**src/rtl/sf_pkg.sv**
```systemverilog
package sf_pkg;
  typedef enum logic [1:0] {
    OP_ADD   = 2'd0,
    OP_SUB   = 2'd1,
    OP_LOGIC = 2'd2,
    OP_ROT   = 2'd3
  } op_kind_e;

  typedef struct packed {
    logic ov;
    logic z;
    logic ac;
    logic c;
  } arith_flags_t;

  localparam int STAT_W  = 8;
  localparam int BIT_C   = 0;
  localparam int BIT_AC  = 1;
  localparam int BIT_Z   = 2;
  localparam int BIT_OV  = 3;
  localparam int BIT_PD  = 4;
  localparam int BIT_TO  = 5;
  localparam int ARITH_W = 4;
endpackage

```
**src/rtl/sf_arith_next.sv**
```systemverilog
module sf_arith_next
  import sf_pkg::*;
#(
  parameter int DATA_W = 8
) (
  input  arith_flags_t      cur_i,
  input  op_kind_e          kind_i,
  input  logic [DATA_W-1:0] result_i,
  input  logic              a_msb_i,
  input  logic              b_msb_i,
  input  logic              cy_i,
  input  logic              nib_cy_i,
  output arith_flags_t      nxt_o
);
  localparam int MSB = DATA_W - 1;

  logic res_zero;
  logic res_msb;
  logic add_ovf;
  logic sub_ovf;

  assign res_zero = (result_i == '0);
  assign res_msb  = result_i[MSB];
  assign add_ovf  = (a_msb_i == b_msb_i) && (res_msb != a_msb_i);
  assign sub_ovf  = (a_msb_i != b_msb_i) && (res_msb != a_msb_i);

  always_comb begin
    nxt_o = cur_i;
    unique case (kind_i)
      OP_ADD: begin
        nxt_o.c  = cy_i;
        nxt_o.ac = nib_cy_i;
        nxt_o.z  = res_zero;
        nxt_o.ov = add_ovf;
      end
      OP_SUB: begin
        nxt_o.c  = ~cy_i;
        nxt_o.ac = ~nib_cy_i;
        nxt_o.z  = res_zero;
        nxt_o.ov = sub_ovf;
      end
      OP_LOGIC: begin
        nxt_o.z = res_zero;
      end
      OP_ROT: begin
        nxt_o.c = cy_i;
      end
      default: nxt_o = cur_i;
    endcase
  end

  always_comb begin
    if (kind_i == OP_LOGIC || kind_i == OP_ROT)
      assert_logic_rot_keep_ov_R4: assert (nxt_o.ov == cur_i.ov);
    if (kind_i == OP_ROT)
      assert_rot_keeps_zero_R5: assert (nxt_o.z == cur_i.z && nxt_o.ac == cur_i.ac);
  end
endmodule

```
**src/rtl/sf_power_flags.sv**
```systemverilog
module sf_power_flags (
  input  logic clk,
  input  logic rst_n,
  input  logic halt_i,
  input  logic clr_i,
  input  logic tmo_i,
  output logic pd_o,
  output logic to_o
);
  logic pd_q;
  logic to_q;

  always_ff @(posedge clk or negedge rst_n) begin
    if (!rst_n) begin
      pd_q <= 1'b0;
    end else if (halt_i) begin
      pd_q <= 1'b1;
    end else if (clr_i) begin
      pd_q <= 1'b0;
    end
  end

  always_ff @(posedge clk or negedge rst_n) begin
    if (!rst_n) begin
      to_q <= 1'b0;
    end else if (tmo_i) begin
      to_q <= 1'b1;
    end else if (halt_i || clr_i) begin
      to_q <= 1'b0;
    end
  end

  assign pd_o = pd_q;
  assign to_o = to_q;

  assert_timeout_sets_R10: assert property (@(posedge clk) disable iff (!rst_n)
    tmo_i |=> to_o);
  assert_halt_sets_pd_R8: assert property (@(posedge clk) disable iff (!rst_n)
    (halt_i && !tmo_i) |=> (pd_o && !to_o));
  assert_clear_drops_both_R9: assert property (@(posedge clk) disable iff (!rst_n)
    (clr_i && !halt_i && !tmo_i) |=> (!pd_o && !to_o));
  assert_quiet_holds_R12: assert property (@(posedge clk) disable iff (!rst_n)
    (!halt_i && !clr_i && !tmo_i) |=> ($stable(pd_o) && $stable(to_o)));
endmodule

```
**src/rtl/status_flag_reg.sv**
```systemverilog
module status_flag_reg
  import sf_pkg::*;
#(
  parameter int DATA_W = 8
) (
  input  logic              clk,
  input  logic              rst_n,
  input  logic              op_valid,
  input  logic [1:0]        op_kind,
  input  logic [DATA_W-1:0] op_result,
  input  logic              op_a_msb,
  input  logic              op_b_msb,
  input  logic              op_cy,
  input  logic              op_nib_cy,
  input  logic              wr_en,
  input  logic [7:0]        wr_data,
  input  logic              halt_i,
  input  logic              wdt_clr_i,
  input  logic              wdt_tmo_i,
  output logic [7:0]        stat_o
);
  arith_flags_t flags_q;
  arith_flags_t flags_nxt;
  arith_flags_t wr_flags;
  logic         pd;
  logic         to;
  op_kind_e     kind;

  assign kind     = op_kind_e'(op_kind);
  assign wr_flags = arith_flags_t'(wr_data[ARITH_W-1:0]);

  sf_arith_next #(.DATA_W(DATA_W)) u_arith (
    .cur_i    (flags_q),
    .kind_i   (kind),
    .result_i (op_result),
    .a_msb_i  (op_a_msb),
    .b_msb_i  (op_b_msb),
    .cy_i     (op_cy),
    .nib_cy_i (op_nib_cy),
    .nxt_o    (flags_nxt)
  );

  always_ff @(posedge clk or negedge rst_n) begin
    if (!rst_n) begin
      flags_q <= '0;
    end else if (wr_en) begin
      flags_q <= wr_flags;
    end else if (op_valid) begin
      flags_q <= flags_nxt;
    end
  end

  sf_power_flags u_power (
    .clk    (clk),
    .rst_n  (rst_n),
    .halt_i (halt_i),
    .clr_i  (wdt_clr_i),
    .tmo_i  (wdt_tmo_i),
    .pd_o   (pd),
    .to_o   (to)
  );

  always_comb begin
    stat_o                        = '0;
    stat_o[BIT_C]                 = flags_q.c;
    stat_o[BIT_AC]                = flags_q.ac;
    stat_o[BIT_Z]                 = flags_q.z;
    stat_o[BIT_OV]                = flags_q.ov;
    stat_o[BIT_PD]                = pd;
    stat_o[BIT_TO]                = to;
  end

  assert_top_bits_zero_R11: assert property (@(posedge clk) disable iff (!rst_n)
    stat_o[7:6] == 2'b00);
  assert_logic_keeps_carry_R4: assert property (@(posedge clk) disable iff (!rst_n)
    (op_valid && !wr_en && op_kind == 2'd2) |=> $stable(stat_o[BIT_AC:BIT_C]));
  assert_write_loads_low_R7: assert property (@(posedge clk) disable iff (!rst_n)
    wr_en |=> (stat_o[3:0] == $past(wr_data[3:0])));
  assert_idle_holds_R12: assert property (@(posedge clk) disable iff (!rst_n)
    (!op_valid && !wr_en) |=> $stable(stat_o[3:0]));
  assert_add_zero_flag_R2: assert property (@(posedge clk) disable iff (!rst_n)
    (op_valid && !wr_en && op_kind == 2'd0 && op_result == '0) |=> stat_o[BIT_Z]);
endmodule

```
**config.mk**
```make
export PLATFORM = sky130hd
export DESIGN_NAME = status_flag_reg
export DESIGN_NICKNAME = d
export VERILOG_FILES = /design/src/rtl/sf_pkg.sv /design/src/rtl/sf_arith_next.sv /design/src/rtl/sf_power_flags.sv /design/src/rtl/status_flag_reg.sv
export SDC_FILE = /design/constraint.sdc
export NUM_CORES = 1
export LEC_CHECK = 0
export BUFFER_PORTS_ARGS = -buffer_cell sky130_fd_sc_hd__buf_2
export CORE_MARGIN = 2
export CORE_UTILIZATION = 32
export DETAILED_ROUTE_END_ITERATION = 8
export PLACE_DENSITY = 0.69
export SETUP_SLACK_MARGIN = 0.3
export SLEW_MARGIN = 5
export SYNTH_ARGS = -nofsm -noshare
export SYNTH_HDL_FRONTEND = slang
export SYNTH_SLANG_ARGS = --single-unit
```
**constraint.sdc**
```tcl
create_clock -name clk -period 0.8 [get_ports clk]
set_input_delay 0.12 -clock clk [delete_from_list [all_inputs] [get_ports clk]]
set_output_delay 0.12 -clock clk [all_outputs]
set_load 0.03 [all_outputs]
```
==> results of run 1 <==
[cells in the final DEF (no fill, tap or decap), drive strengths merged]
cell         instances
conb                 2
xor2                 2
dfrtp                6
inv                  3
dlygate4sd3          1
nand2b               1
nor2                 4
nor2b                4
a22o                 1
o31ai                1
ha                   3
nand2                1
a22oi                1
and3                 1
clkbuf               3
o21ai                3
nor4                 2
buf                 35
nand3b               1
a211oi               1
mux2i                2
a21oi                2
a21o                 2
[sequential cells by signal (all words and copies together), names as in the netlist]
name and flops:
stat_o 4, u_power.pd_o 1, u_power.to_o 1
[layout make-up]
class | count | area, um2
repair buffers | 36 | 270
multi-input cells | 34 | 312
clock buffers | 3 | 22.5
well taps | 15 | 18.8
fillers | 115 | 485
inverters | 3 | 21.3
flip-flops and latches | 6 | 155
[worst max-delay path, stage by stage, from the launching register on]
cell	delay, ps
dfrtp_2	400
buf_6	110
buf_6	120
[cells by family after synthesis]
group / count (synthesis) / share of synthesized area, %
mux: 2 / 4.64
simple gates: 14 / 18.0
compound gates: 11 / 18.6
xor+xnor: 2 / 4.06
other cells: 1 / 0.869
buf+inv: 8 / 10.4
fa+ha+maj: 3 / 8.70
flops: 6 / 34.8
[layer usage]
| layer | part of all wire [%] | routed length [um] |
|---|---|---|
| met2 | 56 | 673 |
| met4 | 0 | 0 |
| met3 | 7.1 | 85 |
| met1 | 37 | 439 |
| met5 | 0 | 0 |
[power breakdown]
part	switching (mW)	internal [mW]	total, mW
Clock	0.0983	0.169	0.267
Sequential	0.0213	0.337	0.358
Combinational	0.205	0.226	0.431
[what timing repair did]
item | CTS | global route
endpoints found under the hold margin | 6 | 0
resized for setup | 31 | 8
pin swaps | 8 | 3
setup endpoints to repair | 12 | 12
gates cloned | 0 | 0
setup buffers | 2 | 1
hold buffers | 1 | 0
[final timing paths]
kind | start | end | slack (ps) | depth (start not counted)
setup / recovery | stat_o[0] | stat_o[0] | -200 | 2
hold / removal | wdt_tmo_i | u_power.to_o | 60 | 2
setup reg to reg | stat_o[0] | stat_o[0] | -190 | 4
hold reg to reg | u_power.to_o | u_power.to_o | 500 | 1
max in group asynchronous | rst_n | stat_o[1] | 390 | 2
min in group asynchronous | rst_n | u_power.pd_o | 240 | 2
[stage by stage]
| step | total power [mW] | std cells | util (%) |
|---|---|---|---|
| after floorplan | 0.549 | 48 | - |
| after global routing | 1.14 | 97 | 62.2 |
| after CTS | 1.03 | 96 | 58.9 |
| after detailed placement | 0.653 | 90 | 47.5 |
| after global placement | 0.648 | 90 | 47.5 |
| final | 1.06 | 97 | 62.2 |
==> results_dict.tcl, run 1 <==
set metrics [dict create \
    status "finished with violations" \
    violations "setup timing" \
    power_density_nw_per_um2 1320 \
    path_class "reg -> out" \
    gr-usage-met1_pct 16.0 \
    ys_seq_area_share_pct 34.8 \
    grt_busiest_layer "met2" \
    cp-start-kind "register" \
    grt_pass1_vias 385 \
    maxCapViolations 0 \
    yosysWarningCount 0 \
    synth_cell_types 23 \
    place.gp.congestion 0.712 \
    synth_area_per_cell_um2 9.18 \
    layout_setup_ws_ps -199 \
    start_util_pct 33.6 \
    synth_flop_cell "dfrtp_1" \
    clock_skew_ps 0 \
    areaGrowthSynthToFinish_pct 85.2 \
    synth_area_leader_cell "dfrtp_1" \
    peakVddDrop_v 0.000844 \
    met3_usage_pct 8.15 \
    drc 0 \
    crit_path_max_fanout 2 \
    place_ws_ps -325 \
    htreeDepth 1 \
    hpwl_um 797 \
    mappedNetlistArea_um2 432 \
    tritoncts "done" \
    row_count 13 \
    setup-violations-final 9 \
    setup_tns_ps -1010 \
    synth_top_area_share_pct 34.8 \
    fin_area_um2 800 \
    routed_wl_mm 1.20 \
    clk_pin_slew_ps 40 \
    synthCells 47 \
    rsz0062_at_grt "true" \
    required_ps 680 \
    yosys-top-cells-area "dfrtp_1, ha_1, buf_4, nor2b_1, mux2i_1" \
    cts_inserted_buffers 3 \
    power.leakage_nw 0.390 \
    post_drt_wl_per_cell_um 12.4 \
    critical_path_arrival_ps 880 \
    grt_use_total_pct 15.1 \
    num_io_pins 37 \
    diodes 0 \
    design.core.area_um2 1280 \
    die_w_um 40.7 \
    cp-end-kind "primary output" \
    root_buffer "clkbuf_4" \
    synthArstFlopShare_pct 100 \
    io_buffers 30 \
    hold_viol 0 \
    drive_gt1_share_pct 67.1 \
    die_h_um 40.7 \
    dr.pass1.iters 4 \
    grt-ovfl-total 0 \
    report.final.slew_viol_count 0 \
    hold_path_class "in -> reg" \
    grt_start_max_net_pins 10 \
    cts_buffer_depth 2 \
    antenna_found_initial 0 \
    synth-edff-count 0 \
    avgViaCountPerCell 4.70 \
    fmax_mhz 1000 \
    vias 456 \
    hold-worst-slack_ps 63.8 \
    ys_ff_latch 6 \
    ant_nets 0 \
    netlist_top_cells_count "dfrtp_1, buf_4, nor2_1, nor2b_1" \
    dieArea_um2 1660 \
    post-route-period-util_pct 125 \
    fin_crit_ps 999 \
    synth_most_common_cell "dfrtp_1" \
    clock_latency_ps 240 \
    grt_use_met2_pct 27.8 \
    nNetsFinal 116 \
    grt_first_pass_wirelength_mm 1.56 \
    placed_area_um2 611 \
    cts_sinks 6 \
    drt_iter0_drc 11 \
]
Power figures use the tool's default switching activity.
==> run 2, diff against run 1 <==
--- a/config.mk
+++ b/config.mk
@@ -8,6 +8,7 @@
 export BUFFER_PORTS_ARGS = -buffer_cell sky130_fd_sc_hd__buf_2
 export CORE_MARGIN = 2
 export CORE_UTILIZATION = 32
+export CTS_BUF_LIST = sky130_fd_sc_hd__clkbuf_16
 export DETAILED_ROUTE_END_ITERATION = 8
 export PLACE_DENSITY = 0.69
 export SETUP_SLACK_MARGIN = 0.3
==> run 2 against run 1 <==
Effect of this change: sequential power up 1%; global-route usage is 0.67 points lower; the flow still finishes with violations (setup timing); highest routed layer unchanged; cell count did not move.
==> results_dict.tcl, run 2 (synthesis results as in run 1) <==
set metrics [dict create \
    status "finished with violations" \
    violations "setup timing" \
    crit_chain "buf_6 -> buf_6" \
    maxCapViolations 0 \
    layout_setup_ws_ps -195 \
    grt_first_pass_wirelength_mm 1.50 \
    vias 440 \
    critPathCapture "stat_o[0]" \
    grt_start_max_net_pins 10 \
    rr_worst_depth 4 \
    drt_iter0_drc 2 \
    dieArea_um2 1660 \
    report.final.slew_viol_count 0 \
    place.gp.congestion 0.712 \
    start_util_pct 33.6 \
    fin_crit_ps 995 \
    cpPeakStageDelay_ps 410 \
    row_count 13 \
    hold_viol 0 \
    die_w_um 40.7 \
    grt_use_total_pct 14.4 \
    setup-violations-final 9 \
    power.leakage_nw 0.413 \
    grt_pass1_vias 381 \
    rsz0062_at_grt "true" \
    cp-start-kind "register" \
    cp-end-kind "primary output" \
    cts_buffer_depth 2 \
    routed_wl_mm 1.13 \
    power.total_mw 1.58 \
    path_buf_inv 2 \
    areaGrowthSynthToFinish_pct 99.4 \
    cts_inserted_buffers 3 \
    required_ps 680 \
    critPathMostFrequentCell "buf_6" \
    nNetsFinal 116 \
    io_buffers 30 \
    power_density_nw_per_um2 1840 \
    layout.cells.most_common_list "buf_2, buf_6, dfrtp_2, nor2b_1, clkbuf_16" \
    path_class "reg -> out" \
    hold_path_class "in -> reg" \
    fmax_mhz 1010 \
    r2r_start "stat_o[0]" \
    post-route-period-util_pct 124 \
    r2r-end "stat_o[0]" \
    clock_skew_ps 0 \
    die_h_um 40.7 \
    critical_path_arrival_ps 870 \
    final_common_cell "buf_2" \
    diodes 0 \
    clk_pin_slew_ps 30 \
    hpwl_um 797 \
    grt-ovfl-total 0 \
    setup_tns_ps -886 \
    avgViaCountPerCell 4.54 \
    cp_top_family "flip-flops" \
    dr.pass1.iters 2 \
    drive_gt1_share_pct 68.3 \
    post_drt_wl_per_cell_um 11.6 \
    num_io_pins 37 \
    crit_path_max_fanout 2 \
    ant_nets 0 \
    design.core.area_um2 1280 \
    antenna_found_initial 0 \
    place_ws_ps -325 \
    largest_reg_flops 4 \
    cp.depth 2 \
    final_core_util_pct 67.0 \
    tritoncts "done" \
    htreeDepth 1 \
    peakVddDrop_v 0.00154 \
    drc 0 \
    rrSetupSlack_ps -180 \
    clock_latency_ps 220 \
    cts_sinks 6 \
    fillers 107 \
    slowest_stage "dfrtp_2" \
    hp-start "wdt_tmo_i" \
    root_buffer "clkbuf_16" \
    startpoint "stat_o[0]" \
    hold-worst-slack_ps 76.4 \
]
[run 2: layer usage]
metal	up-vias	wire [um]	track usage (%)
met5	-	0	0
met4	0	0	0
met3	0	63	8.15
met2	20	636	27.0
met1	193	426	14.7
li1	227	-	-
[run 2: repair_timing]
item | CTS | global route
hold buffers | 1 | 0
setup endpoints to repair | 12 | 12
buffers inserted | 1 | 2
pin swaps | 8 | 6
gates resized for setup | 31 | 9
hold endpoints to repair | 6 | 0
[run 2: worst min-delay path by stage]
stage	end	slack, ps	cells past startpoint
floorplan	stat_o[0]	-180	0
global placement	u_power.pd_o	-50	1
detailed placement	u_power.pd_o	-50	1
CTS	u_power.to_o	80	2
global route	u_power.to_o	90	2
finish	u_power.to_o	80	2
[run 2: metrics by stage]
stage	std cells	instance area, um2
floorplan	48	468
global placement	90	611
detailed placement	90	611
CTS	95	802
global route	97	861
finish	97	861
[run 2: report_power, final]
group          switching, mW  internal (mW)
Clock                  0.149          0.640
Sequential            0.0240          0.338
Combinational          0.203          0.230
[run 2: cell type report]
| type | count | area [um2] | area share, % |
|---|---|---|---|
| multi-input combinational | 34 | 319 | 37.1 |
| tap | 15 | 18.8 | 2.18 |
| inverter | 3 | 18.8 | 2.18 |
| clock buffer | 3 | 75.1 | 8.72 |
| sequential | 6 | 155 | 18.0 |
| timing repair buffer | 36 | 274 | 31.8 |
==> run 3, diff against run 2 <==
--- a/config.mk
+++ b/config.mk
@@ -6,11 +6,11 @@
 export NUM_CORES = 1
 export LEC_CHECK = 0
 export BUFFER_PORTS_ARGS = -buffer_cell sky130_fd_sc_hd__buf_2
-export CORE_MARGIN = 2
-export CORE_UTILIZATION = 32
+export CORE_AREA = 2 2 39 41
 export CTS_BUF_LIST = sky130_fd_sc_hd__clkbuf_16
 export DETAILED_ROUTE_END_ITERATION = 8
-export PLACE_DENSITY = 0.69
+export DIE_AREA = 0 0 41 43
+export PLACE_DENSITY = 0.67
 export SETUP_SLACK_MARGIN = 0.3
 export SLEW_MARGIN = 5
 export SYNTH_ARGS = -nofsm -noshare
==> constraint.sdc (replaced) <==
create_clock -name clk -period 1.2 [get_ports clk]
set_input_delay 0.18 -clock clk [delete_from_list [all_inputs] [get_ports clk]]
set_output_delay 0.18 -clock clk [all_outputs]
set_load 0.03 [all_outputs]
==> run 3 against run 2 <==
Effect of this change: the run now ends clean; cell count increased by 1.0%; non-clock buffer count is 1 lower; worst hold slack gained 59 ps; critical path depth down 1; global-route usage is 0.19 points lower; clock skew stayed put; design area is 6.8% lower; first-iteration DRC count shrank 50%; utilization decreased by 9.0 points; routed wire length up 4.1%; sequential share of layout area up 1.0 points; clock-buffer cell count unchanged; critical endpoint unchanged.
==> results_dict.tcl, run 3 (synthesis results as in run 1) <==
set metrics [dict create \
    htreeDepth 1 \
    routed_wl_mm 1.17 \
    power.leakage_nw 0.401 \
    start_util_pct 31.2 \
    layout_setup_ws_ps 234 \
    critical_path_arrival_ps 790 \
    path_class "reg -> out" \
    drt_iter0_drc 1 \
    die_w_um 41 \
    crit_path_max_fanout 3 \
    fmax_mhz 1040 \
    drive_gt1_share_pct 59.8 \
    status "complete, no violations" \
    switching_power_uw 259 \
    grt-ovfl-total 0 \
    cp-end-kind "primary output" \
    cp_top_family "flip-flops" \
    power.total_mw 1.04 \
    io_buffers 30 \
    cpPeakStageDelay_ps 410 \
    p_clk_share_pct 53.0 \
    dieArea_um2 1760 \
    areaGrowthSynthToFinish_pct 85.8 \
    path_buf_inv 1 \
    grt_start_max_net_pins 10 \
    diodes 0 \
    largest_reg_flops 4 \
    row_count 14 \
    clock_skew_ps 0 \
    root_buffer "clkbuf_16" \
    hold-worst-slack_ps 135 \
    power_density_nw_per_um2 1300 \
    crit_chain "buf_6" \
    netSwitchingFraction_pct 24.8 \
    p_int_uw 785 \
    nNetsFinal 115 \
    cts_inserted_buffers 3 \
    grt_first_pass_wirelength_mm 1.58 \
    dr.pass1.iters 2 \
    clock_latency_ps 230 \
    post_drt_wl_per_cell_um 12.0 \
    setup_tns_ps 0 \
    report.final.slew_viol_count 0 \
    place.gp.congestion 0.673 \
    die_h_um 43 \
    required_ps 1020 \
    ant_nets 0 \
    hold_viol 0 \
    hold_path_class "in -> reg" \
    antenna_found_initial 0 \
    hpwl_um 729 \
    rsz0062_at_grt "true" \
    maxCapViolations 0 \
    design.core.area_um2 1380 \
    fin_area_um2 802 \
    num_io_pins 37 \
    grt_pass1_vias 386 \
    peakVddDrop_v 0.000849 \
    cts_buffer_depth 2 \
    power_frac_comb_pct 24.1 \
    tritoncts "done" \
    fin_crit_ps 966 \
    drc 0 \
    slowest_stage "dfrtp_2" \
    avgViaCountPerCell 4.63 \
    cts_sinks 6 \
    vias 454 \
    cp-start-kind "register" \
    place_ws_ps 4.22 \
    setup-violations-final 0 \
    post-route-period-util_pct 80.5 \
    layout.cells.most_common_list "buf_2, buf_6, nor2_1, dfrtp_1" \
    grt_use_total_pct 14.3 \
    final_common_cell "buf_2" \
    clk_pin_slew_ps 40 \
    seqPwrFrac_pct 22.9 \
    placed_area_um2 589 \
]
## run 3: power groups by stage
stage	Clock (mW)	Sequential (mW)	Combinational (mW)
2_1_floorplan	0	0.264	0.0951
3_3_place_gp	0	0.235	0.186
3_5_place_dp	0	0.235	0.190
4_1_cts	0.557	0.238	0.227
5_1_grt	0.563	0.241	0.273
6_report	0.553	0.239	0.252
## run 3: timing repair
item,CTS,global route
hold buffers,1,0
endpoints found under the hold margin,6,0
resized for setup,16,10
endpoints found under the setup margin,8,9
setup buffers,3,1
pin swaps,3,6
## run 3: layout make-up
type,count,area [um2]
Fill cell,129,582
Timing Repair Buffer,35,248
Inverter,3,16.3
Clock buffer,3,75.1
Tap cell,16,20.0
Clock inverter,1,3.75
Sequential cell,6,153
Multi-Input combinational cell,34,287
## run 3: final timing paths
| kind | startpoint | to | slack (ps) | depth (start not counted) |
|---|---|---|---|---|
| max | stat_o[0] | stat_o[0] | 230 | 1 |
| min | wdt_tmo_i | u_power.to_o | 140 | 2 |
| min reg2reg | u_power.to_o | u_power.to_o | 530 | 1 |
| max in group asynchronous | rst_n | stat_o[0] | 720 | 2 |
| min in group asynchronous | rst_n | stat_o[2] | 320 | 2 |
| max reg2reg | stat_o[3] | stat_o[3] | 310 | 3 |
## run 3: through the flow
step,std cells,utilization (%)
2_1_floorplan,48,-
3_3_place_gp,89,42.6
3_5_place_dp,89,42.6
4_1_cts,97,54.2
5_1_grt,98,58.0
6_report,98,58.0
## run 3: worst reg2reg max path: stages (launching register included)
cell and delay [ps]:
dfrtp_2 400, nor2b_4 130, a22oi_2 160, o31ai_2 80
## run 3: routing by layer
layer  GRT usage (%)  vias up  share of wire [%]
met5               0        -                  0
met4            8.00        0               0.68
met3            4.71        2                9.0
met2            25.0       26                 55
met1            13.2      204                 35
li1                -      222                  -
